==> src/rtl/phy_tune_pkg.sv <==
package phy_tune_pkg;

  localparam int PHY_BYTE_W      = 8;
  localparam int PHY_REG_W       = 5;
  localparam int FIELD_POS_W     = 3;
  localparam int MAX_ENTRIES     = 7;
  localparam int CMD_STROBE_BIT  = 0;
  localparam int CMD_REG_LSB     = 1;
  localparam int CMD_DATA_LSB    = CMD_REG_LSB + PHY_REG_W;
  localparam int CMD_W           = CMD_DATA_LSB + PHY_BYTE_W;
  localparam int STEPS_PER_ENTRY = 17;
  localparam int STEP_W          = $clog2(STEPS_PER_ENTRY);
  localparam int STEP_CAPTURE    = 3;

  typedef struct packed {
    logic [PHY_REG_W-1:0]   regno;
    logic [FIELD_POS_W-1:0] msb;
    logic [FIELD_POS_W-1:0] lsb;
    logic [PHY_BYTE_W-1:0]  value;
  } tune_entry_t;

  typedef enum logic [1:0] {
    OP_READ_DATA,
    OP_CMD_QUERY,
    OP_CMD_SET,
    OP_CMD_STROBE
  } step_op_t;

  typedef enum logic {
    SEQ_IDLE,
    SEQ_RUN
  } seq_state_t;

  function automatic tune_entry_t table_entry(input logic [2:0] idx);
    tune_entry_t e;
    case (idx)
      3'd0:    e = '{regno: 5'd7,  msb: 3'd3, lsb: 3'd0, value: 8'd10};
      3'd1:    e = '{regno: 5'd8,  msb: 3'd3, lsb: 3'd0, value: 8'd3};
      3'd2:    e = '{regno: 5'd9,  msb: 3'd3, lsb: 3'd0, value: 8'd5};
      3'd3:    e = '{regno: 5'd11, msb: 3'd3, lsb: 3'd0, value: 8'd9};
      3'd4:    e = '{regno: 5'd13, msb: 3'd6, lsb: 3'd5, value: 8'd2};
      3'd5:    e = '{regno: 5'd27, msb: 3'd2, lsb: 3'd0, value: 8'd7};
      3'd6:    e = '{regno: 5'd28, msb: 3'd1, lsb: 3'd0, value: 8'd1};
      default: e = '0;
    endcase
    return e;
  endfunction

  // Step schedule within one entry: query, 2 reads, capture read,
  // set/strobe/set each with 2 reads, query, 2 reads, check-back read.
  function automatic step_op_t step_op(input logic [STEP_W-1:0] s);
    step_op_t op;
    case (s)
      5'd0, 5'd13: op = OP_CMD_QUERY;
      5'd4, 5'd10: op = OP_CMD_SET;
      5'd7:        op = OP_CMD_STROBE;
      default:     op = OP_READ_DATA;
    endcase
    return op;
  endfunction

  function automatic logic [CMD_W-1:0] cmd_word(input logic [PHY_BYTE_W-1:0] data,
                                                input logic [PHY_REG_W-1:0]  regno,
                                                input logic                  strobe);
    return {data, regno, strobe};
  endfunction

endpackage

==> src/rtl/phy_tune_table.sv <==
module phy_tune_table
  import phy_tune_pkg::*;
#(
  parameter int NUM_ENTRIES = 7,
  parameter int IDX_W       = 3
) (
  input  logic [IDX_W-1:0] idx,
  output tune_entry_t      entry
);

  localparam int ROM_DEPTH = 2 ** IDX_W;

  tune_entry_t rom [ROM_DEPTH];

  for (genvar g = 0; g < ROM_DEPTH; g++) begin : g_rom
    if (g < NUM_ENTRIES && g < MAX_ENTRIES) begin : g_used
      assign rom[g] = table_entry(3'(g));
    end else begin : g_blank
      assign rom[g] = '0;
    end
  end

  assign entry = rom[idx];

endmodule

==> src/rtl/phy_tune_merge.sv <==
module phy_tune_merge
  import phy_tune_pkg::*;
(
  input  tune_entry_t           entry,
  input  logic [PHY_BYTE_W-1:0] old_byte,
  output logic [PHY_BYTE_W-1:0] new_byte
);

  logic [PHY_BYTE_W-1:0] field_mask;
  logic [PHY_BYTE_W-1:0] shifted;

  for (genvar b = 0; b < PHY_BYTE_W; b++) begin : g_mask
    assign field_mask[b] = (FIELD_POS_W'(b) >= entry.lsb) && (FIELD_POS_W'(b) <= entry.msb);
  end

  assign shifted  = entry.value << entry.lsb;
  assign new_byte = (old_byte & ~field_mask) | (shifted & field_mask);

endmodule

==> src/rtl/phy_tune_seq.sv <==
module phy_tune_seq
  import phy_tune_pkg::*;
#(
  parameter int                NUM_ENTRIES = 7,
  parameter int                BUS_AW      = 4,
  parameter int                BUS_DW      = 32,
  parameter logic [BUS_AW-1:0] CMD_OFFSET  = BUS_AW'(0),
  parameter logic [BUS_AW-1:0] DATA_OFFSET = BUS_AW'(4)
) (
  input  logic              clk,
  input  logic              rst,
  input  logic              start,
  input  logic              legacy_mode,
  output logic              busy,
  output logic              done,
  output logic              bus_valid,
  output logic              bus_write,
  output logic [BUS_AW-1:0] bus_addr,
  output logic [BUS_DW-1:0] bus_wdata,
  input  logic              bus_ready,
  input  logic [BUS_DW-1:0] bus_rdata
);

  localparam int                IDX_W     = (NUM_ENTRIES > 1) ? $clog2(NUM_ENTRIES) : 1;
  localparam logic [STEP_W-1:0] STEP_LAST = STEP_W'(STEPS_PER_ENTRY - 1);
  localparam logic [STEP_W-1:0] STEP_CAP  = STEP_W'(STEP_CAPTURE);
  localparam logic [IDX_W-1:0]  IDX_LAST  = IDX_W'(NUM_ENTRIES - 1);

  seq_state_t            state_q;
  logic [IDX_W-1:0]      idx_q, nxt_idx;
  logic [STEP_W-1:0]     step_q, nxt_step;
  logic [PHY_BYTE_W-1:0] old_q, old_sel, merged;
  tune_entry_t           nxt_entry;
  step_op_t              nxt_op;
  logic [CMD_W-1:0]      nxt_cmd;
  logic                  xfer, launch, skip, last_xfer;
  logic                  unused_rdata_hi;

  assign unused_rdata_hi = ^bus_rdata[BUS_DW-1:PHY_BYTE_W];

  assign xfer      = bus_valid && bus_ready;
  assign launch    = (state_q == SEQ_IDLE) && start && !legacy_mode;
  assign skip      = (state_q == SEQ_IDLE) && start && legacy_mode;
  assign last_xfer = xfer && (step_q == STEP_LAST) && (idx_q == IDX_LAST);

  always_comb begin
    if (state_q == SEQ_IDLE) begin
      nxt_step = '0;
      nxt_idx  = '0;
    end else if (step_q == STEP_LAST) begin
      nxt_step = '0;
      nxt_idx  = idx_q + IDX_W'(1);
    end else begin
      nxt_step = step_q + STEP_W'(1);
      nxt_idx  = idx_q;
    end
  end

  // The byte captured by the read at STEP_CAPTURE feeds the very next command.
  assign old_sel = ((state_q == SEQ_RUN) && (step_q == STEP_CAP)) ?
                   bus_rdata[PHY_BYTE_W-1:0] : old_q;

  phy_tune_table #(
    .NUM_ENTRIES (NUM_ENTRIES),
    .IDX_W       (IDX_W)
  ) table_i (
    .idx   (nxt_idx),
    .entry (nxt_entry)
  );

  phy_tune_merge merge_i (
    .entry    (nxt_entry),
    .old_byte (old_sel),
    .new_byte (merged)
  );

  assign nxt_op  = step_op(nxt_step);
  assign nxt_cmd = (nxt_op == OP_CMD_QUERY) ?
                   cmd_word(PHY_BYTE_W'(1), nxt_entry.regno, 1'b0) :
                   cmd_word(merged, nxt_entry.regno, nxt_op == OP_CMD_STROBE);

  always_ff @(posedge clk) begin
    if (rst) begin
      state_q   <= SEQ_IDLE;
      idx_q     <= '0;
      step_q    <= '0;
      old_q     <= '0;
      busy      <= 1'b0;
      done      <= 1'b0;
      bus_valid <= 1'b0;
      bus_write <= 1'b0;
      bus_addr  <= '0;
      bus_wdata <= '0;
    end else begin
      if (skip) begin
        done <= 1'b1;
      end
      if (xfer && (step_q == STEP_CAP)) begin
        old_q <= bus_rdata[PHY_BYTE_W-1:0];
      end
      if (launch || (xfer && !last_xfer)) begin
        state_q   <= SEQ_RUN;
        busy      <= 1'b1;
        done      <= 1'b0;
        step_q    <= nxt_step;
        idx_q     <= nxt_idx;
        bus_valid <= 1'b1;
        bus_write <= (nxt_op != OP_READ_DATA);
        bus_addr  <= (nxt_op != OP_READ_DATA) ? CMD_OFFSET : DATA_OFFSET;
        bus_wdata <= (nxt_op != OP_READ_DATA) ? BUS_DW'(nxt_cmd) : '0;
      end else if (last_xfer) begin
        state_q   <= SEQ_IDLE;
        busy      <= 1'b0;
        done      <= 1'b1;
        bus_valid <= 1'b0;
        bus_write <= 1'b0;
        bus_addr  <= '0;
        bus_wdata <= '0;
      end
    end
  end

  // Observation state for the protocol checks below.
  logic [1:0]       chk_reads;
  logic             chk_seen_cmd;
  logic [CMD_W-1:0] chk_last_cmd;

  always_ff @(posedge clk) begin
    if (rst) begin
      chk_reads    <= '0;
      chk_seen_cmd <= 1'b0;
      chk_last_cmd <= '0;
    end else if (xfer) begin
      if (bus_write) begin
        chk_reads    <= '0;
        chk_seen_cmd <= 1'b1;
        chk_last_cmd <= bus_wdata[CMD_W-1:0];
      end else if (chk_reads != 2'd3) begin
        chk_reads <= chk_reads + 2'd1;
      end
    end
  end

  AST_REQ_HOLD: assert property (@(posedge clk) disable iff (rst)
    bus_valid && !bus_ready |=> bus_valid && $stable(bus_write) && $stable(bus_addr)
                                && $stable(bus_wdata));

  AST_CMD_LAYOUT: assert property (@(posedge clk) disable iff (rst)
    bus_valid && bus_write |-> bus_addr == CMD_OFFSET
                               && bus_wdata[BUS_DW-1:CMD_W] == '0);

  AST_READ_OFFSET: assert property (@(posedge clk) disable iff (rst)
    bus_valid && !bus_write |-> bus_addr == DATA_OFFSET);

  AST_TWO_READS: assert property (@(posedge clk) disable iff (rst)
    bus_valid && bus_write && chk_seen_cmd |-> chk_reads >= 2'd2);

  AST_STROBE_AFTER_SET: assert property (@(posedge clk) disable iff (rst)
    bus_valid && bus_write && bus_wdata[CMD_STROBE_BIT] |->
      chk_seen_cmd && chk_last_cmd == (bus_wdata[CMD_W-1:0] & ~CMD_W'(1)));

  AST_STROBE_RELEASE: assert property (@(posedge clk) disable iff (rst)
    bus_valid && bus_write && chk_last_cmd[CMD_STROBE_BIT] |->
      !bus_wdata[CMD_STROBE_BIT]
      && bus_wdata[CMD_W-1:1] == chk_last_cmd[CMD_W-1:1]);

  AST_LEGACY_QUIET: assert property (@(posedge clk) disable iff (rst)
    !busy && start && legacy_mode |=> done && !busy && !bus_valid);

  AST_BUSY_DONE_EXCL: assert property (@(posedge clk) disable iff (rst)
    !(busy && done));

  AST_VALID_IN_PASS: assert property (@(posedge clk) disable iff (rst)
    bus_valid |-> busy);

  AST_FINISH: assert property (@(posedge clk) disable iff (rst)
    last_xfer |=> done && !busy && !bus_valid);

endmodule

==> config.mk <==
export PLATFORM = sky130hd
export DESIGN_NAME = phy_tune_seq
export DESIGN_NICKNAME = d
export VERILOG_FILES = /design/src/rtl/phy_tune_pkg.sv /design/src/rtl/phy_tune_table.sv /design/src/rtl/phy_tune_merge.sv /design/src/rtl/phy_tune_seq.sv
export SDC_FILE = /design/constraint.sdc
export NUM_CORES = 1
export LEC_CHECK = 0
export BUFFER_PORTS_ARGS = -buffer_cell sky130_fd_sc_hd__buf_4
export CAP_MARGIN = 5
export CELL_PAD_IN_SITES_DETAIL_PLACEMENT = 1
export CELL_PAD_IN_SITES_GLOBAL_PLACEMENT = 1
export CORE_MARGIN = 10
export CORE_UTILIZATION = 36
export CTS_CLUSTER_SIZE = 30
export DETAILED_ROUTE_END_ITERATION = 7
export PLACE_DENSITY = 0.88
export RECOVER_POWER = 100
export SLEW_MARGIN = 20
export SYNTH_ARGS = -nofsm -noshare
export SYNTH_HDL_FRONTEND = slang
export SYNTH_SLANG_ARGS = --single-unit
export TNS_END_PERCENT = 10
==> constraint.sdc <==
create_clock -name clk -period 3 [get_ports clk]
set_input_delay 0.3 -clock clk [delete_from_list [all_inputs] [get_ports clk]]
set_output_delay 0.3 -clock clk [all_outputs]
set_load 0.01 [all_outputs]
==> summary.md <==
| Metric | Value |
|---|---|
| Cell area after synthesis | `2190 sq um` |
| Critical-path maximum fanout | `7` |
| Routed Antenna Nets | `0` |
| Sequential share of the synthesized area | `0.311` |
| Clk pwr share | `0.385` |
| Clock Pin Slew Worst Setup and Hold Paths | `0.07 ns` |
| Synth async-reset ratio | `0` |
| Cell-internal power | `0.680 mW` |
| Pwr Density | `380 nW/um^2` |
| Clock Latency Late Sink | `0.29 ns` |
| Initial antenna violation count | `0` |
| Routed vias/inst | `5.27` |
| Worst slack at placement | `0.211 ns` |
| Die Y-Extent | `98.0 microns` |
| Final Non-Filler Cells | `375` |
| Max-cap violation count | `0` |
| Final Power | `0.932 mW` |
| Period utilisation layout | `0.920` |
| HPWL after detailed placement | `4780 microns` |
| WL/cell | `16.8 microns` |
| Outcome | `completed` |
| GP Congestion | `0.817` |
| # IOs | `77` |
| CP Cell Sequence | `inv_1 -> ha_1 -> or4b_1 -> or4_4 -> and4b_4 -> a211oi_2 -> clkbuf_1 -> o211a_1 -> o21ba_2` |
| HP Class | `input port to flip-flop` |
| Final min period | `2.76 ns` |
| Vias | `1,975` |
| Ant diodes | `0` |
| Vias in the first global route | `2,132` |
| Dpl cells | `367` |
| Fin Clk Skew | `0.00458 ns` |
| CTS Buf Count | `5` |
| TritonCTS clock tree | `built` |
| CTS Sinks | `34` |
| CP Launch Type | `flip-flop` |
| FP Rows | `28` |
| Crit Path Class | `flip-flop to flip-flop` |
| Combinational share of power | `0.115` |
| Gr usage total | `0.132` |
| Synth warn | `0` |
| Arr. time, crit path | `3.00 ns` |
| Slew @ Worst Pin | `0.609 ns` |
| # nets final | `346` |
| # setup viols final | `0` |
| Syn Inst Count | `267` |
| Sequential share of power | `0.500` |
| # Post-CTS Setup Buffers | `0` |
| Total gr overflow | `0` |
| Share of cells above drive strength 1 | `0.153` |
| Net Switching | `0.252 mW` |
| Worst endpoint required time | `3.24 ns` |
| CTS hold repair buffers | `0` |
| RSZ-0062 raised after global routing | `false` |
| Net Sw Frac | `0.270` |
| Avg Inst Size Synth | `8.20 sq um` |
| First-pass GRT wire length | `10,900 microns` |
| Layout Utilization | `0.414` |
| Slew Viols, Final | `0` |
| Synth-to-Final Area Change | `11.9%` |
| Final Hold Vio Count | `0` |
| Core area | `5920 sq um` |
| P_leak | `1.02 nW` |
| # fillers | `751` |
| Iteration count of the initial detailed-routing pass | `4` |
| CP peak stage delay | `0.49 ns` |
| DRC | `0` |
| Total wire length | `6290 microns` |
| Synth unique cells | `56` |
| Maximum root-to-sink buffer count | `2` |
| Max_slew headroom | `0.594` |
| VDD IR max | `0.000227 V` |
| Setup Total Neg Slack | `0 ns` |
| Most frequent cells in the layout | `nand2_1 (33), dfxtp_1 (33), a21oi_1 (24)` |
| Number of port buffers | `31` |
| Die W | `98.0 microns` |
| EDFF count, synth | `0` |
| Fin Hold WS | `0.261 ns` |
| Crit end category | `flip-flop` |
| CTS H-tree depth | `2` |
| Clk Tree Root Cell | `clkbuf_8` |
| Fin area | `2450 sq um` |
| Die area | `9600 sq um` |
| Final worst-path setup slack | `0.241 ns` |
| Largest net degree at the start of global routing | `38` |
| Primary FF master, synth | `dfxtp_1` |
| Dpl cell area | `2450 sq um` |
| Detailed Route Iter0 Violations | `103` |
| Yosys reg bits | `34` |
| CP max stage cell | `or4b_1` |
| Max Freq | `0.362 GHz` |
| Starting density of the core | `0.370` |
[flip-flops by register name, summed over array words and instances (netlist names)]
register,flops
old_q,8
bus_write,1
idx_q,3
bus_addr,1
state_q,1
done,1
bus_wdata,14
step_q,5
[synthesized netlist by cell type (all sizes together) (2+ instances only)]
cell type / number / area share
a31oi: 4 / 0.011
o21ai: 7 / 0.019
a22oi: 2 / 0.0069
a21oi: 25 / 0.059
nand3: 9 / 0.021
inv: 11 / 0.019
dfxtp: 34 / 0.31
mux2: 7 / 0.036
nor4b: 2 / 0.0080
nand2b: 6 / 0.017
nor2: 18 / 0.031
and2: 2 / 0.0057
a211oi: 3 / 0.013
ha: 10 / 0.057
nand3b: 5 / 0.017
clkbuf: 13 / 0.022
o31ai: 5 / 0.017
nor2b: 2 / 0.0057
o211a: 2 / 0.0091
xnor2: 2 / 0.0080
nand4: 2 / 0.0057
or4: 3 / 0.012
buf: 25 / 0.085
and3: 3 / 0.0086
o41ai: 2 / 0.015
mux2i: 9 / 0.041
nand2: 33 / 0.058
[power by group through the flow]
stage | clock network [mW] | logic, mW | registers, mW
global placement | 0 | 0.113 | 0.476
detailed placement | 0 | 0.117 | 0.477
floorplan | 0 | 0.0806 | 0.481
finish | 0.359 | 0.107 | 0.466
CTS | 0.365 | 0.118 | 0.466
global route | 0.389 | 0.121 | 0.467
[layer usage]
metal,global-route usage,up-vias,share of wire
li1,-,963,-
met3,0.0331,12,0.044
met4,0.0559,0,0.022
met5,0,-,0
met2,0.230,45,0.52
met1,0.149,955,0.41
[final cells by class]
cell class              count  area, sq um  area share
multi-input cells         204         1300       0.530
clock buffers               7         86.3      0.0352
flip-flops and latches     34          682       0.278
repair buffers             43          244      0.0995
clock inverters             1         5.00     0.00204
well taps                  75         93.8      0.0383
inverters                  11         41.3      0.0168
[cells by family after synthesis]
| group | count (synthesis) | share of synthesized area |
|---|---|---|
| AO/OA/AOI/OAI | 64 | 0.206 |
| XOR/XNOR | 2 | 0.00800 |
| adder cells (fa/ha/maj) | 10 | 0.0571 |
| buffers and inverters | 49 | 0.126 |
| flip-flops | 34 | 0.311 |
| multiplexers | 16 | 0.0771 |
| other | 1 | 0.00171 |
| AND/OR/NAND/NOR | 91 | 0.213 |
[critical path: cells and delay by family, from the launching register on]
| family | cells | cell delay (ns) |
|---|---|---|
| buffers and inverters | 2 | 0.29 |
| flip-flops | 1 | 0.40 |
| AO/OA/AOI/OAI | 3 | 0.54 |
| AND/OR/NAND/NOR | 3 | 1.19 |
| adder cells (fa/ha/maj) | 1 | 0.29 |
[what timing repair did]
action / in CTS / in global routing
endpoints found under the hold margin: 0 / 0
endpoints found under the setup margin: 0 / 1
resized for setup: 0 / 1
[final timing paths]
kind                                     from             to  slack (ns)  cells past startpoint
worst min-delay path             bus_rdata[0]       old_q[0]        0.26                      3
worst max register to register      step_q[1]  bus_wdata[11]        0.24                      9
worst min register to register  bus_wdata[12]  bus_wdata[12]        0.45                      2
worst max-delay path                step_q[1]  bus_wdata[11]        0.24                      9
No activity file was read; power rests on OpenSTA's default activity.
